$ cat src/rtl/wdog_pkg.sv
package wdog_pkg;

    localparam logic [3:0] OFS_CTRL = 4'h0;
    localparam logic [3:0] OFS_SVC  = 4'h2;
    localparam logic [3:0] OFS_STAT = 4'h4;
    localparam logic [3:0] OFS_ICR  = 4'h6;
    localparam logic [3:0] OFS_MISC = 4'h8;

    localparam logic [15:0] KEY_FIRST  = 16'h5555;
    localparam logic [15:0] KEY_SECOND = 16'hAAAA;

    typedef struct packed {
        logic [7:0] tmo;
        logic       ext_n;
        logic       sw_n;
        logic       act_ext;
        logic       run;
        logic       lp_freeze;
    } ctrl_t;

    typedef struct packed {
        ctrl_t      ctrl;
        logic       irq_en;
        logic       irq_flag;
        logic [7:0] lead;
        logic       pdn_en;
    } regs_t;

    typedef struct packed {
        logic fire_int;
        logic fire_ext;
        logic cause;
        logic in_rst;
    } keep_t;

endpackage

$ cat src/rtl/wdog_prescale.sv
module wdog_prescale #(
    parameter int unsigned DIV = 16384
) (
    input  logic clk,
    input  logic rst_n,
    input  logic strobe_i,
    input  logic run_i,
    input  logic clr_i,
    output logic half_o
);
    localparam int unsigned PW = (DIV > 1) ? $clog2(DIV) : 1;
    localparam logic [PW-1:0] LAST = PW'(DIV - 1);

    logic [PW-1:0] cnt_d, cnt_q;

    always_comb begin
        cnt_d  = cnt_q;
        half_o = 1'b0;
        if (clr_i) begin
            cnt_d = '0;
        end else if (run_i && strobe_i) begin
            if (cnt_q == LAST) begin
                cnt_d  = '0;
                half_o = 1'b1;
            end else begin
                cnt_d = cnt_q + 1'b1;
            end
        end
    end

    always_ff @(posedge clk or negedge rst_n) begin
        if (!rst_n) cnt_q <= '0;
        else        cnt_q <= cnt_d;
    end
endmodule

$ cat src/rtl/wdog_keyseq.sv
module wdog_keyseq
    import wdog_pkg::*;
(
    input  logic        clk,
    input  logic        rst_n,
    input  logic        wr_i,
    input  logic [15:0] data_i,
    output logic        reload_o
);
    logic armed_d, armed_q;

    always_comb begin
        armed_d  = armed_q;
        reload_o = 1'b0;
        if (wr_i) begin
            if (data_i == KEY_FIRST) begin
                armed_d = 1'b1;
            end else if (data_i == KEY_SECOND && armed_q) begin
                reload_o = 1'b1;
                armed_d  = 1'b0;
            end else begin
                armed_d = 1'b0;
            end
        end
    end

    always_ff @(posedge clk or negedge rst_n) begin
        if (!rst_n) armed_q <= 1'b0;
        else        armed_q <= armed_d;
    end
endmodule

$ cat src/rtl/wdog_countdown.sv
module wdog_countdown #(
    parameter int unsigned CW = 9,
    parameter int unsigned LW = 8
) (
    input  logic          clk,
    input  logic          rst_n,
    input  logic          load_i,
    input  logic [CW-1:0] load_val_i,
    input  logic          step_i,
    input  logic [LW-1:0] lead_i,
    output logic [CW-1:0] cnt_o,
    output logic          expire_o,
    output logic          lead_hit_o
);
    logic [CW-1:0] cnt_d, cnt_q;
    logic [CW-1:0] dec;

    assign dec   = cnt_q - 1'b1;
    assign cnt_o = cnt_q;

    always_comb begin
        cnt_d      = cnt_q;
        expire_o   = 1'b0;
        lead_hit_o = 1'b0;
        if (load_i) begin
            cnt_d = load_val_i;
        end else if (step_i && cnt_q != '0) begin
            cnt_d      = dec;
            expire_o   = (dec == '0);
            lead_hit_o = (lead_i != '0) && (dec == CW'(lead_i));
        end
    end

    always_ff @(posedge clk or negedge rst_n) begin
        if (!rst_n) cnt_q <= '0;
        else        cnt_q <= cnt_d;
    end
endmodule

$ cat src/rtl/wdog_core.sv
module wdog_core
    import wdog_pkg::*;
#(
    parameter int unsigned DIV = 16384
) (
    input  logic        clk,
    input  logic        por_n,
    input  logic        rst_n,
    input  logic        tick32k_i,
    input  logic        lowpwr_i,
    input  logic        wr_en_i,
    input  logic [3:0]  addr_i,
    input  logic [15:0] wdata_i,
    output logic [15:0] rdata_o,
    output logic        chip_rst_req_o,
    output logic        ext_rst_n_o,
    output logic        irq_o
);
    localparam int unsigned TW = 8;
    localparam int unsigned CW = TW + 1;

    regs_t st_d, st_q;
    keep_t kp_d, kp_q;

    logic          wr_ctrl, wr_svc, wr_icr, wr_misc;
    logic          svc_reload, run_rise, load;
    logic [TW-1:0] load_tmo;
    logic [CW-1:0] load_val, cnt;
    logic          half_tick, expire, lead_hit, pres_run;

    // signals observed by the bound checker
    logic wde_w, lpf_w, fire_any_w, fire_ext_w, pst_w;

    assign wr_ctrl = wr_en_i && (addr_i == OFS_CTRL);
    assign wr_svc  = wr_en_i && (addr_i == OFS_SVC);
    assign wr_icr  = wr_en_i && (addr_i == OFS_ICR);
    assign wr_misc = wr_en_i && (addr_i == OFS_MISC);

    assign run_rise = wr_ctrl && wdata_i[2] && !st_q.ctrl.run;
    assign load     = run_rise || svc_reload;
    assign load_tmo = wr_ctrl ? wdata_i[15:8] : st_q.ctrl.tmo;
    assign load_val = {1'b0, load_tmo} + 1'b1;
    assign pres_run = st_q.ctrl.run && !(st_q.ctrl.lp_freeze && lowpwr_i) && (cnt != '0);

    wdog_keyseq u_keys (
        .clk      (clk),
        .rst_n    (rst_n),
        .wr_i     (wr_svc),
        .data_i   (wdata_i),
        .reload_o (svc_reload)
    );

    wdog_prescale #(.DIV(DIV)) u_pres (
        .clk      (clk),
        .rst_n    (rst_n),
        .strobe_i (tick32k_i),
        .run_i    (pres_run),
        .clr_i    (load),
        .half_o   (half_tick)
    );

    wdog_countdown #(.CW(CW), .LW(TW)) u_cnt (
        .clk        (clk),
        .rst_n      (rst_n),
        .load_i     (load),
        .load_val_i (load_val),
        .step_i     (half_tick),
        .lead_i     (st_q.lead),
        .cnt_o      (cnt),
        .expire_o   (expire),
        .lead_hit_o (lead_hit)
    );

    // register file next state
    always_comb begin
        st_d = st_q;
        if (wr_ctrl) begin
            st_d.ctrl.tmo       = wdata_i[15:8];
            st_d.ctrl.ext_n     = wdata_i[5];
            st_d.ctrl.sw_n      = st_q.ctrl.sw_n & wdata_i[4];
            st_d.ctrl.act_ext   = wdata_i[3];
            st_d.ctrl.run       = st_q.ctrl.run | wdata_i[2];
            st_d.ctrl.lp_freeze = st_q.ctrl.lp_freeze | wdata_i[0];
        end
        if (wr_icr) begin
            st_d.irq_en = wdata_i[15];
            st_d.lead   = wdata_i[7:0];
            if (wdata_i[14]) st_d.irq_flag = 1'b0;
        end
        if (lead_hit) st_d.irq_flag = 1'b1;
        if (wr_misc) st_d.pdn_en = st_q.pdn_en & wdata_i[0];
    end

    always_ff @(posedge clk or negedge rst_n) begin
        if (!rst_n) begin
            st_q                <= '0;
            st_q.ctrl.ext_n     <= 1'b1;
            st_q.ctrl.sw_n      <= 1'b1;
            st_q.pdn_en         <= 1'b1;
        end else begin
            st_q <= st_d;
        end
    end

    // timeout record, kept across warm reset
    always_comb begin
        kp_d = kp_q;
        if (!rst_n) begin
            if (!kp_q.in_rst) kp_d.cause = kp_q.fire_int | kp_q.fire_ext;
            kp_d.fire_int = 1'b0;
            kp_d.fire_ext = 1'b0;
            kp_d.in_rst   = 1'b1;
        end else begin
            kp_d.in_rst   = 1'b0;
            kp_d.fire_int = kp_q.fire_int | (expire & ~st_q.ctrl.act_ext);
            kp_d.fire_ext = kp_q.fire_ext | (expire &  st_q.ctrl.act_ext);
        end
    end

    always_ff @(posedge clk or negedge por_n) begin
        if (!por_n) kp_q <= '0;
        else        kp_q <= kp_d;
    end

    always_comb begin
        rdata_o = '0;
        unique case (addr_i)
            OFS_CTRL: rdata_o = {st_q.ctrl.tmo, 2'b00, st_q.ctrl.ext_n, st_q.ctrl.sw_n,
                                 st_q.ctrl.act_ext, st_q.ctrl.run, 1'b0, st_q.ctrl.lp_freeze};
            OFS_STAT: rdata_o = {14'd0, kp_q.cause, 1'b0};
            OFS_ICR:  rdata_o = {st_q.irq_en, st_q.irq_flag, 6'd0, st_q.lead};
            OFS_MISC: rdata_o = {15'd0, st_q.pdn_en};
            default:  rdata_o = '0;
        endcase
    end

    assign chip_rst_req_o = kp_q.fire_int | ~st_q.ctrl.sw_n;
    assign ext_rst_n_o    = ~kp_q.fire_ext & st_q.ctrl.ext_n;
    assign irq_o          = st_q.irq_flag & st_q.irq_en;

    assign wde_w      = st_q.ctrl.run;
    assign lpf_w      = st_q.ctrl.lp_freeze;
    assign fire_any_w = kp_q.fire_int | kp_q.fire_ext;
    assign fire_ext_w = kp_q.fire_ext;
    assign pst_w      = st_q.irq_flag;
endmodule

$ cat config.mk
export PLATFORM = sky130hd
export DESIGN_NAME = wdog_core
export DESIGN_NICKNAME = d
export VERILOG_FILES = /design/src/rtl/wdog_pkg.sv /design/src/rtl/wdog_prescale.sv /design/src/rtl/wdog_keyseq.sv /design/src/rtl/wdog_countdown.sv /design/src/rtl/wdog_core.sv
export SDC_FILE = /design/constraint.sdc
export NUM_CORES = 1
export LEC_CHECK = 0
export BUFFER_PORTS_ARGS = -buffer_cell sky130_fd_sc_hd__buf_2
export CAP_MARGIN = 20
export CORE_ASPECT_RATIO = 2
export CORE_MARGIN = 8
export CORE_UTILIZATION = 48
export CTS_CLUSTER_DIAMETER = 50
export CTS_CLUSTER_SIZE = 10
export DETAILED_ROUTE_END_ITERATION = 16
export GPL_TIMING_DRIVEN = 0
export PLACE_DENSITY = 0.78
export SYNTH_ARGS = -nofsm -noshare
export SYNTH_HDL_FRONTEND = slang
export SYNTH_SLANG_ARGS = --single-unit
$ cat constraint.sdc
create_clock -name clk -period 1.9 [get_ports clk]
set_input_delay 0.19 -clock clk [delete_from_list [all_inputs] [get_ports clk]]
set_output_delay 0.19 -clock clk [all_outputs]
set_load 0.1 [all_outputs]
* Word-level counts from Yosys, hierarchy flattened
Cells that the tools add are included.
** Word-level totals
- Bits in registers :: 52
- Output and inout bits :: 19
- Logic and storage cells :: 94
** Cells by class
- Add/sub/neg operators :: 3
- Eq/ne operators :: 8
- Mux-type cells :: 23
- Bitwise operators :: 17
- Reductions and logical operators :: 26
** Operators with widths (number)
- 16-bit case mux with 4 select lines :: 1
- 14-bit 2-to-1 mux :: 3
- 9-bit 2-to-1 mux :: 3
- 16-bit by 15-bit equality test with 1-bit output (second input constant) :: 1
- 16-bit equality test (second input constant) :: 1
- 14-bit by 1-bit adder with 14-bit output (second input constant) :: 1
- 14-bit equality test (second input constant) :: 1
- 1-bit 2-to-1 mux :: 14
- 1-bit logical AND :: 13
- 8-bit by 1-bit adder with 9-bit output (second input constant) :: 1
- 9-bit by 8-bit equality test with 1-bit output :: 1
- 9-bit logical NOT :: 1
- 9-bit nonzero test :: 1
- 9-bit by 1-bit subtractor with 9-bit output (second input constant) :: 1
- 4-bit by 3-bit equality test with 1-bit output (second input constant) :: 2
- 8-bit 2-to-1 mux :: 1
- 2-bit nonzero test :: 4
- 8-bit nonzero test :: 1
- 1-bit AND :: 6
- 1-bit bitwise OR :: 6
- 1-bit NOT :: 5
- 4-bit by 2-bit equality test with 1-bit output (second input constant) :: 1
- 4-bit equality test (second input constant) :: 1
- 4-bit logical NOT :: 1
- other kinds (4) :: 6

* Logic depth before layout (Yosys ltp)
Gate-level depths: netlist (run 1).
- Depth after elaboration :: 13
- Depth in mapped cells :: 10
- Depth with buffers taken out :: 8

* Hierarchy
Synthesis (run 1) repeated with hierarchy kept, for this count alone.
** Unflattened totals
- Cells, all modules :: 371
- Area total of the unflattened synthesis :: 3474.6 sq um
** By module, submodules not included
- wdog_core :: instances 1, cells each 152, area an instance 1579.0 sq um
- wdog_countdown :: instances 1, cells each 121, area an instance 969.7 sq um
- wdog_prescale :: instances 1, cells each 82, area an instance 775.7 sq um
- wdog_keyseq :: instances 1, cells each 16, area an instance 150.1 sq um

* Least setup slack after synthesis (run 1)
OpenSTA, ideal clock, no wires.
- Kind :: register to output
- Start point :: register st_q[2] (netlist bit)
- End point :: output port rdata_o[1]
- Data arrival time :: 3.543 ns
- Required time :: 1.710 ns
- Path slack :: -1.833 ns
- Stages on the path, launching flop included :: 3
- Cells stage by stage :: dfrtp_1 mux2i_1 nor4b_1
** On the way
- Word-level cells in the longest chain between the ends :: 1
** Ends and longest elaborated chain
- from (decl) :: line wdog_core.sv:22 : regs_t st_d, st_q;
- from (signal assigned) :: line wdog_core.sv:101 : st_q <= st_d;
- 16-bit case mux with 4 select lines :: line wdog_core.sv:127 : unique case (addr_i)
- to (decl) :: line wdog_core.sv:14 : output logic [15:0] rdata_o,
Every way passes these cells.

* Worst setup path after layout (run 1)
- Start point :: register u_cnt.cnt_q[1], in the netlist u_cnt.cnt_o[1]
- End point :: register u_cnt.cnt_q[6], in the netlist u_cnt.cnt_o[6]
** On the way
- Word-level cells in the longest chain between the ends :: 7
- Elaborated cells between the ends (all ways) :: 10
** Ends and longest elaborated chain
- from (decl) :: line wdog_countdown.sv:15 : logic [CW-1:0] cnt_d, cnt_q;
- from (signal assigned) :: line wdog_countdown.sv:36 : else cnt_q <= cnt_d;
- branches (longest 7 deep; another with 9-bit by 1-bit subtractor with 9-bit output)
Parallel ways; which one is timed is not known. The select of a mux whose other input is x is not followed.
A chain may end at the register's enable or synchronous reset.

==> metrics.cfg, run 1 <==
[setup_path]
r2r_start = u_cnt.cnt_o[1]
path_max_fanout = 4
r2r_slack_ns = -0.18
endpoint_kind = flip-flop
required_ns = 2.13
r2r-end = u_cnt.cnt_o[6]
worstSetupPathType = flip-flop to flip-flop
cp.arrival_ns = 2.31
cp-start-kind = flip-flop
reg2regPathDepth = 9

[timing]
fin_setup_tns_ns = -1.37
rsz0062_at_grt = true
slew_headroom_pct = 58.3
setup_ws_ns = -0.181
fin_worst_skew_ns = 0.00385
final.min_clock_period_ns = 2.08
setup_violations = 20
slew_violations = 0
hold_viol = 0
tightestPinTransition_ns = 0.626
post-route-period-util_pct = 110
max_freq_mhz = 481

[finish]
finalNetCount = 446
antennaDiodeCount = 0
post-route-util_pct = 64.0
syn_to_final_growth_pct = 31.5
drive_gt1_share_pct = 35.6
nFillCells = 518
design_area_mm2 = 0.00437

[die]
io_pins = 45
die-width_um = 74.8
dieArea_mm2 = 0.0100
die_y_um = 134
initial_utilization_pct = 48.7
core_mm2 = 0.00683
rows = 43

[clock_network]
tritoncts.num_buffers = 5
cts_max_path_buffers = 2
clk_latency_ns = 0.29
tritoncts = built
cts.sinks = 52
clkSlewWorstSetupHoldPaths_ns = 0.07
h-tree-depth = 2
root_buffer = clkbuf_16

[global_routing]
grt_pass1_vias = 3213
antenna_found_initial = 0
grt_max_degree = 38
gr-total-overflow = 0
grt.total_usage_pct = 20.5
grt_pass1_wl_um = 15900

[logic_synthesis]
synthDistinctLibCells = 66
synth-main-ff-cell = dfrtp_1
synthTopCellsByArea = dfrtp_1 37%, mux2_2 4.7%, xor2_1 4.0%, nand2_1 3.6%, nand4_1 3.2%
synthCells = 343
netlist_area_mm2 = 0.00332
synth_area_leader_cell = dfrtp_1
async_reset_ff_share_pct = 100
seq_area_frac_synth_pct = 39.3
synthesis.nets = 374
synth_edf_count = 0
synth_top_area_share_pct = 36.9
synth-seq-cells = 52
ys.warnings.count = 0
avgSynthCellArea_um2 = 9.69

[min_path]
hold_path.startpoint = wdata_i[5]
hold_depth = 3
holdPathEnd = st_q[15]
min_path_type = input port to flip-flop

[power]
clockPowerShare_pct = 29.2
p_sw_share_pct = 34.2
p_int_uw = 2620
leakage_uw = 0.00186
p_seq_share_pct = 38.2
power_density_mw_per_mm2 = 913
power_frac_comb_pct = 32.6
switchingPower_uw = 1360
peakVddDrop_mv = 0.856

[place]
port-buffer-count = 43
gp_congestion = 0.890
placed_area_mm2 = 0.00380
post-dp-hpwl_um = 6490
pre_cts_ws_ns = -0.455

[drt]
via_per_inst = 6.13
drt-initial-drc-count = 302
routed_wl_um = 9740
drtAntennaViolNets = 0
wl_per_cell_um = 19.3
vias = 3102
drc = 0
drt_pre_antenna_iters = 4

[outcome]
status = finished, violations left
violations = negative setup slack

[run]
drv_cap = 0

[state kept, by name (all words and copies together) (netlist names)]
signal / count
st_q: 21
fire_ext_w: 1
u_cnt.cnt_o: 9
lpf_w: 1
wde_w: 1
u_keys.armed_q: 1
kp_q: 3
pst_w: 1
u_pres.cnt_q: 14
[cell type report]
| type | count | area, µm² | share of cell area, % |
|---|---|---|---|
| multi-input cells | 268 | 2120 | 48.5 |
| flip-flops and latches | 52 | 1310 | 29.9 |
| repair buffers | 65 | 493 | 11.3 |
| clock buffers | 5 | 125 | 2.86 |
| well taps | 90 | 113 | 2.58 |
| plain buffers | 14 | 109 | 2.49 |
| clock inverters | 3 | 68.8 | 1.57 |
| inverters | 9 | 36.3 | 0.830 |
[worst max-delay path: stages, from the launching register on]
cell and delay (ns):
dfrtp_1 0.40, inv_2 0.09, ha_4 0.16, nor4b_4 0.14
a211oi_2 0.29, buf_4 0.16, nand4_1 0.18, buf_4 0.20
nor4_1 0.23, a311o_1 0.16
[stage by stage]
| step | hold WS [ns] | instances | total power, µW |
|---|---|---|---|
| after global routing | 0.161 | 506 | 4170 |
| after global placement | -0.00294 | 476 | 2540 |
| final | 0.126 | 506 | 3990 |
| after detailed placement | -0.00424 | 477 | 2580 |
| after floorplan | -0.106 | 343 | 2280 |
| after CTS | 0.116 | 505 | 3940 |
[worst max path at each step]
stage,from,cells past startpoint,endpoint
6_report,u_cnt.cnt_o[1],9,u_cnt.cnt_o[6]
3_5_place_dp,u_pres.cnt_q[3],6,kp_q[3]
5_1_grt,u_cnt.cnt_o[1],9,u_cnt.cnt_o[8]
2_1_floorplan,addr_i[3],9,u_cnt.cnt_o[6]
4_1_cts,u_cnt.cnt_o[0],5,fire_ext_w
3_3_place_gp,u_pres.cnt_q[3],6,kp_q[3]
[layer usage]
metal / vias up / GRT usage [%] / wire length, µm
li1: 1427 / - / -
met1: 1505 / 24.6 / 3900
met2: 144 / 32.1 / 4770
met3: 26 / 4.52 / 639
met4: 0 / 11.9 / 431
met5: - / 0 / 0
[cell usage after synthesis (3+ instances only)]
| master | instances |
|---|---|
| dfrtp_1 | 49 |
| nand2_1 | 32 |
| nor2_1 | 19 |
| nand4_1 | 17 |
| nand3_1 | 15 |
| xor2_1 | 15 |
| mux2_2 | 14 |
| a21oi_1 | 11 |
| xnor2_1 | 11 |
| and2_1 | 10 |
| mux2i_1 | 10 |
| inv_1 | 9 |
| nor3_1 | 9 |
| o21ai_0 | 9 |
| a22o_1 | 8 |
| buf_2 | 7 |
| or3_1 | 7 |
| nor4_1 | 6 |
| clkbuf_1 | 5 |
| ha_1 | 5 |
| nand2b_1 | 5 |
| a211oi_1 | 4 |
| and4_1 | 3 |
| dfstp_2 | 3 |
| nor4b_1 | 3 |
| o211ai_1 | 3 |
| or4bb_1 | 3 |
[power by group through the flow]
stage          Clock [µW]  Sequential (µW)  Combinational, µW
6_report             1160             1520               1300
3_3_place_gp            0             1530               1010
2_1_floorplan           0             1470                812
5_1_grt              1230             1550               1380
4_1_cts              1190             1510               1250
3_5_place_dp            0             1540               1040
[cell families after synthesis]
logic type      count (synthesis)  share of synthesized area, %
fa+ha+maj                       5                          1.88
mux                            24                          7.75
xor+xnor                       26                          6.85
buf+inv                        23                          3.20
compound gates                 63                          14.3
simple gates                  150                          26.8
flops                          52                          39.3
[cell usage in the layout, fill, tap and decap left out, drive strengths merged, types with 3 or more instances in the layout]
cell | Yosys | final
buf | 9 | 68
dfrtp | 49 | 49
nand2 | 32 | 32
nor2 | 20 | 20
nand4 | 17 | 17
xor2 | 15 | 15
nand3 | 15 | 15
mux2 | 14 | 14
clkbuf | 5 | 13
xnor2 | 11 | 11
a21oi | 11 | 11
mux2i | 10 | 10
inv | 9 | 10
and2 | 10 | 10
o21ai | 9 | 9
nor4 | 9 | 9
nor3 | 9 | 9
a22o | 8 | 8
or3 | 7 | 7
nand2b | 5 | 5
a211oi | 5 | 5
ha | 5 | 5
nor4b | 4 | 4
or2 | 4 | 4
or4bb | 3 | 3
and4 | 3 | 3
o211ai | 3 | 3
dlygate4sd3 | 0 | 3
dfstp | 3 | 3
nor3b | 3 | 3
[timing repair]
action                                 CTS  global route
gates resized for setup                 41            15
endpoints found under the hold margin   13             0
hold buffers                             3             0
setup endpoints to repair               33            39
buffers inserted                        17             1
pin swaps                                9            10
Power figures use the tool's default switching activity.
==> run 2, diff against run 1 <==
CELL_PAD_IN_SITES_DETAIL_PLACEMENT = 0   (was not set)
CELL_PAD_IN_SITES_GLOBAL_PLACEMENT = 1   (was not set)
CORE_UTILIZATION = 42   (was 48)
CTS_BUF_LIST = sky130_fd_sc_hd__clkbuf_8   (was not set)
PLACE_DENSITY = 0.86   (was 0.78)
==> metrics.cfg, run 2 (synthesis gave the netlist of run 1 again) <==
[setup_path]
endpoint_kind = flip-flop
cp.arrival_ns = 2.24
path_cells = inv_4 -> ha_4 -> nor3b_4 -> and3_4 -> o2111ai_4 -> a2111oi_4 -> buf_4 -> a22o_1
crit_start = u_cnt.cnt_o[0]
worstSetupPathType = flip-flop to flip-flop
crit_slowest_cell = dfrtp_2
r2r_start = u_cnt.cnt_o[0]
max_stage_delay_ns = 0.46
cp-start-kind = flip-flop
required_ns = 2.17
path_max_fanout = 6

[global_routing]
antenna_found_initial = 0
grt_pass1_wl_um = 16200
grt.total_usage_pct = 18.4
gr-total-overflow = 0
grt_max_degree = 39
grt_pass1_vias = 3152

[power]
leakage_uw = 0.00190
power_density_mw_per_mm2 = 834
peakVddDrop_mv = 0.464
p_total_uw = 3690

[finish]
instances_no_fill = 522
antennaDiodeCount = 0
finalNetCount = 456
largest_register = st_q
largest_register_ffs = 21
final_cell_mix = 45 x dfrtp_1, 33 x buf_4, 32 x buf_2, 30 x nand2_1, 18 x nor2_1
drive_gt1_share_pct = 39.0
layout.cells.most_common = dfrtp_1
syn_to_final_growth_pct = 33.3

[place]
gp_congestion = 0.879
port-buffer-count = 43
post-dp-hpwl_um = 7120
dpl.cell_count = 483

[clock_network]
h-tree-depth = 2
clkSlewWorstSetupHoldPaths_ns = 0.10
cts.sinks = 52
cts_max_path_buffers = 2
root_buffer = clkbuf_8
tritoncts.num_buffers = 5
tritoncts = built
clk_latency_ns = 0.32

[drt]
wl_per_cell_um = 19.3
drt_pre_antenna_iters = 5
routed_wl_um = 10100
drt-initial-drc-count = 211
vias = 3114
via_per_inst = 5.97
drc = 0
drtAntennaViolNets = 0

[timing]
tightestPinTransition_ns = 0.530
setup_ws_ns = -0.0703
fin_worst_skew_ns = 0.0131
hold_viol = 0
setup_violations = 6
slew_headroom_pct = 64.7
max_freq_mhz = 508
rsz0062_at_grt = true
final.min_clock_period_ns = 1.97
post-route-period-util_pct = 104
hold_ws_ns = 0.0857
slew_violations = 0

[min_path]
hold_path.startpoint = wdata_i[5]
min_path_type = input port to flip-flop

[outcome]
violations = negative setup slack
status = finished, violations left

[die]
die_y_um = 142
io_pins = 45
die-width_um = 78.9
core_mm2 = 0.00783
dieArea_mm2 = 0.0112
rows = 46
initial_utilization_pct = 42.5

[run]
drv_cap = 0

run 2: changes by cell type in the layout (fill, tap and decap cells not counted), moves of 2 or more:
cell	change
dfrtp_1	-3
dfrtp_2	+3
clkbuf_2	-2
buf_4	+15
clkbuf_16	-5
nor4_1	-3
clkbuf_8	+6
nor4_2	+2
clkbuf_4	-3
run 2: final timing paths:
kind                               to  slack, ns  cells past startpoint
max                        fire_ext_w      -0.07                      8
min                          st_q[15]       0.09                      3
max reg2reg                fire_ext_w      -0.07                      8
min reg2reg                   st_q[0]       0.46                      1
max in group asynchronous     st_q[2]       0.55                      3
min in group asynchronous  fire_ext_w       0.19                      2
run 2: layout make-up:
type	instances	area (µm²)
Fill cell	714	3400
Tap cell	96	120
Clock inverter	2	38.8
Buffer	12	95.1
Inverter	9	38.8
Multi-Input combinational cell	268	2160
Clock buffer	6	82.6
Timing Repair Buffer	77	587
Sequential cell	52	1310
run 2: stage by stage:
step | TNS, ns | cell area [µm²] | utilization [%] | setup slack (ns)
2_1_floorplan | -0.0430 | 3450 | - | -0.0326
6_report | -0.245 | 4430 | 56.6 | -0.0703
5_1_grt | -1.41 | 4430 | 56.6 | -0.153
4_1_cts | -0.160 | 4300 | 54.9 | -0.0508
3_3_place_gp | -7.21 | 3790 | 48.4 | -0.513
3_5_place_dp | -7.93 | 3810 | 48.6 | -0.531
run 2: routing by layer:
layer | routed length, µm | GRT usage, % | vias up
met5 | 0 | 0 | -
met4 | 250 | 7.47 | 0
met3 | 466 | 3.11 | 17
met2 | 5100 | 30.0 | 107
met1 | 4240 | 23.3 | 1546
li1 | - | - | 1444
run 2: critical path, delay by kind of cell, from the launching register on:
kind	cells	cell delay, ns
buffers and inverters	2	0.30
adder cells (fa/ha/maj)	1	0.18
flip-flops	1	0.46
AO/OA/AOI/OAI	3	0.47
AND/OR/NAND/NOR	2	0.51
run 2: power breakdown:
group          leakage [µW]  total, µW  internal (µW)  switching (µW)
Clock             0.0000614        829            431             398
Combinational       0.00118       1320            587             736
Sequential         0.000654       1540           1300             244
Total               0.00190       3690           2320            1380
run 2: repair_timing:
item                       in CTS  in global routing
pin swaps                      11                 14
hold endpoints to repair       12                  0
setup endpoints to repair      34                 31
gates resized for setup        44                 30
buffers inserted               22                  8
hold buffers                    3                  0
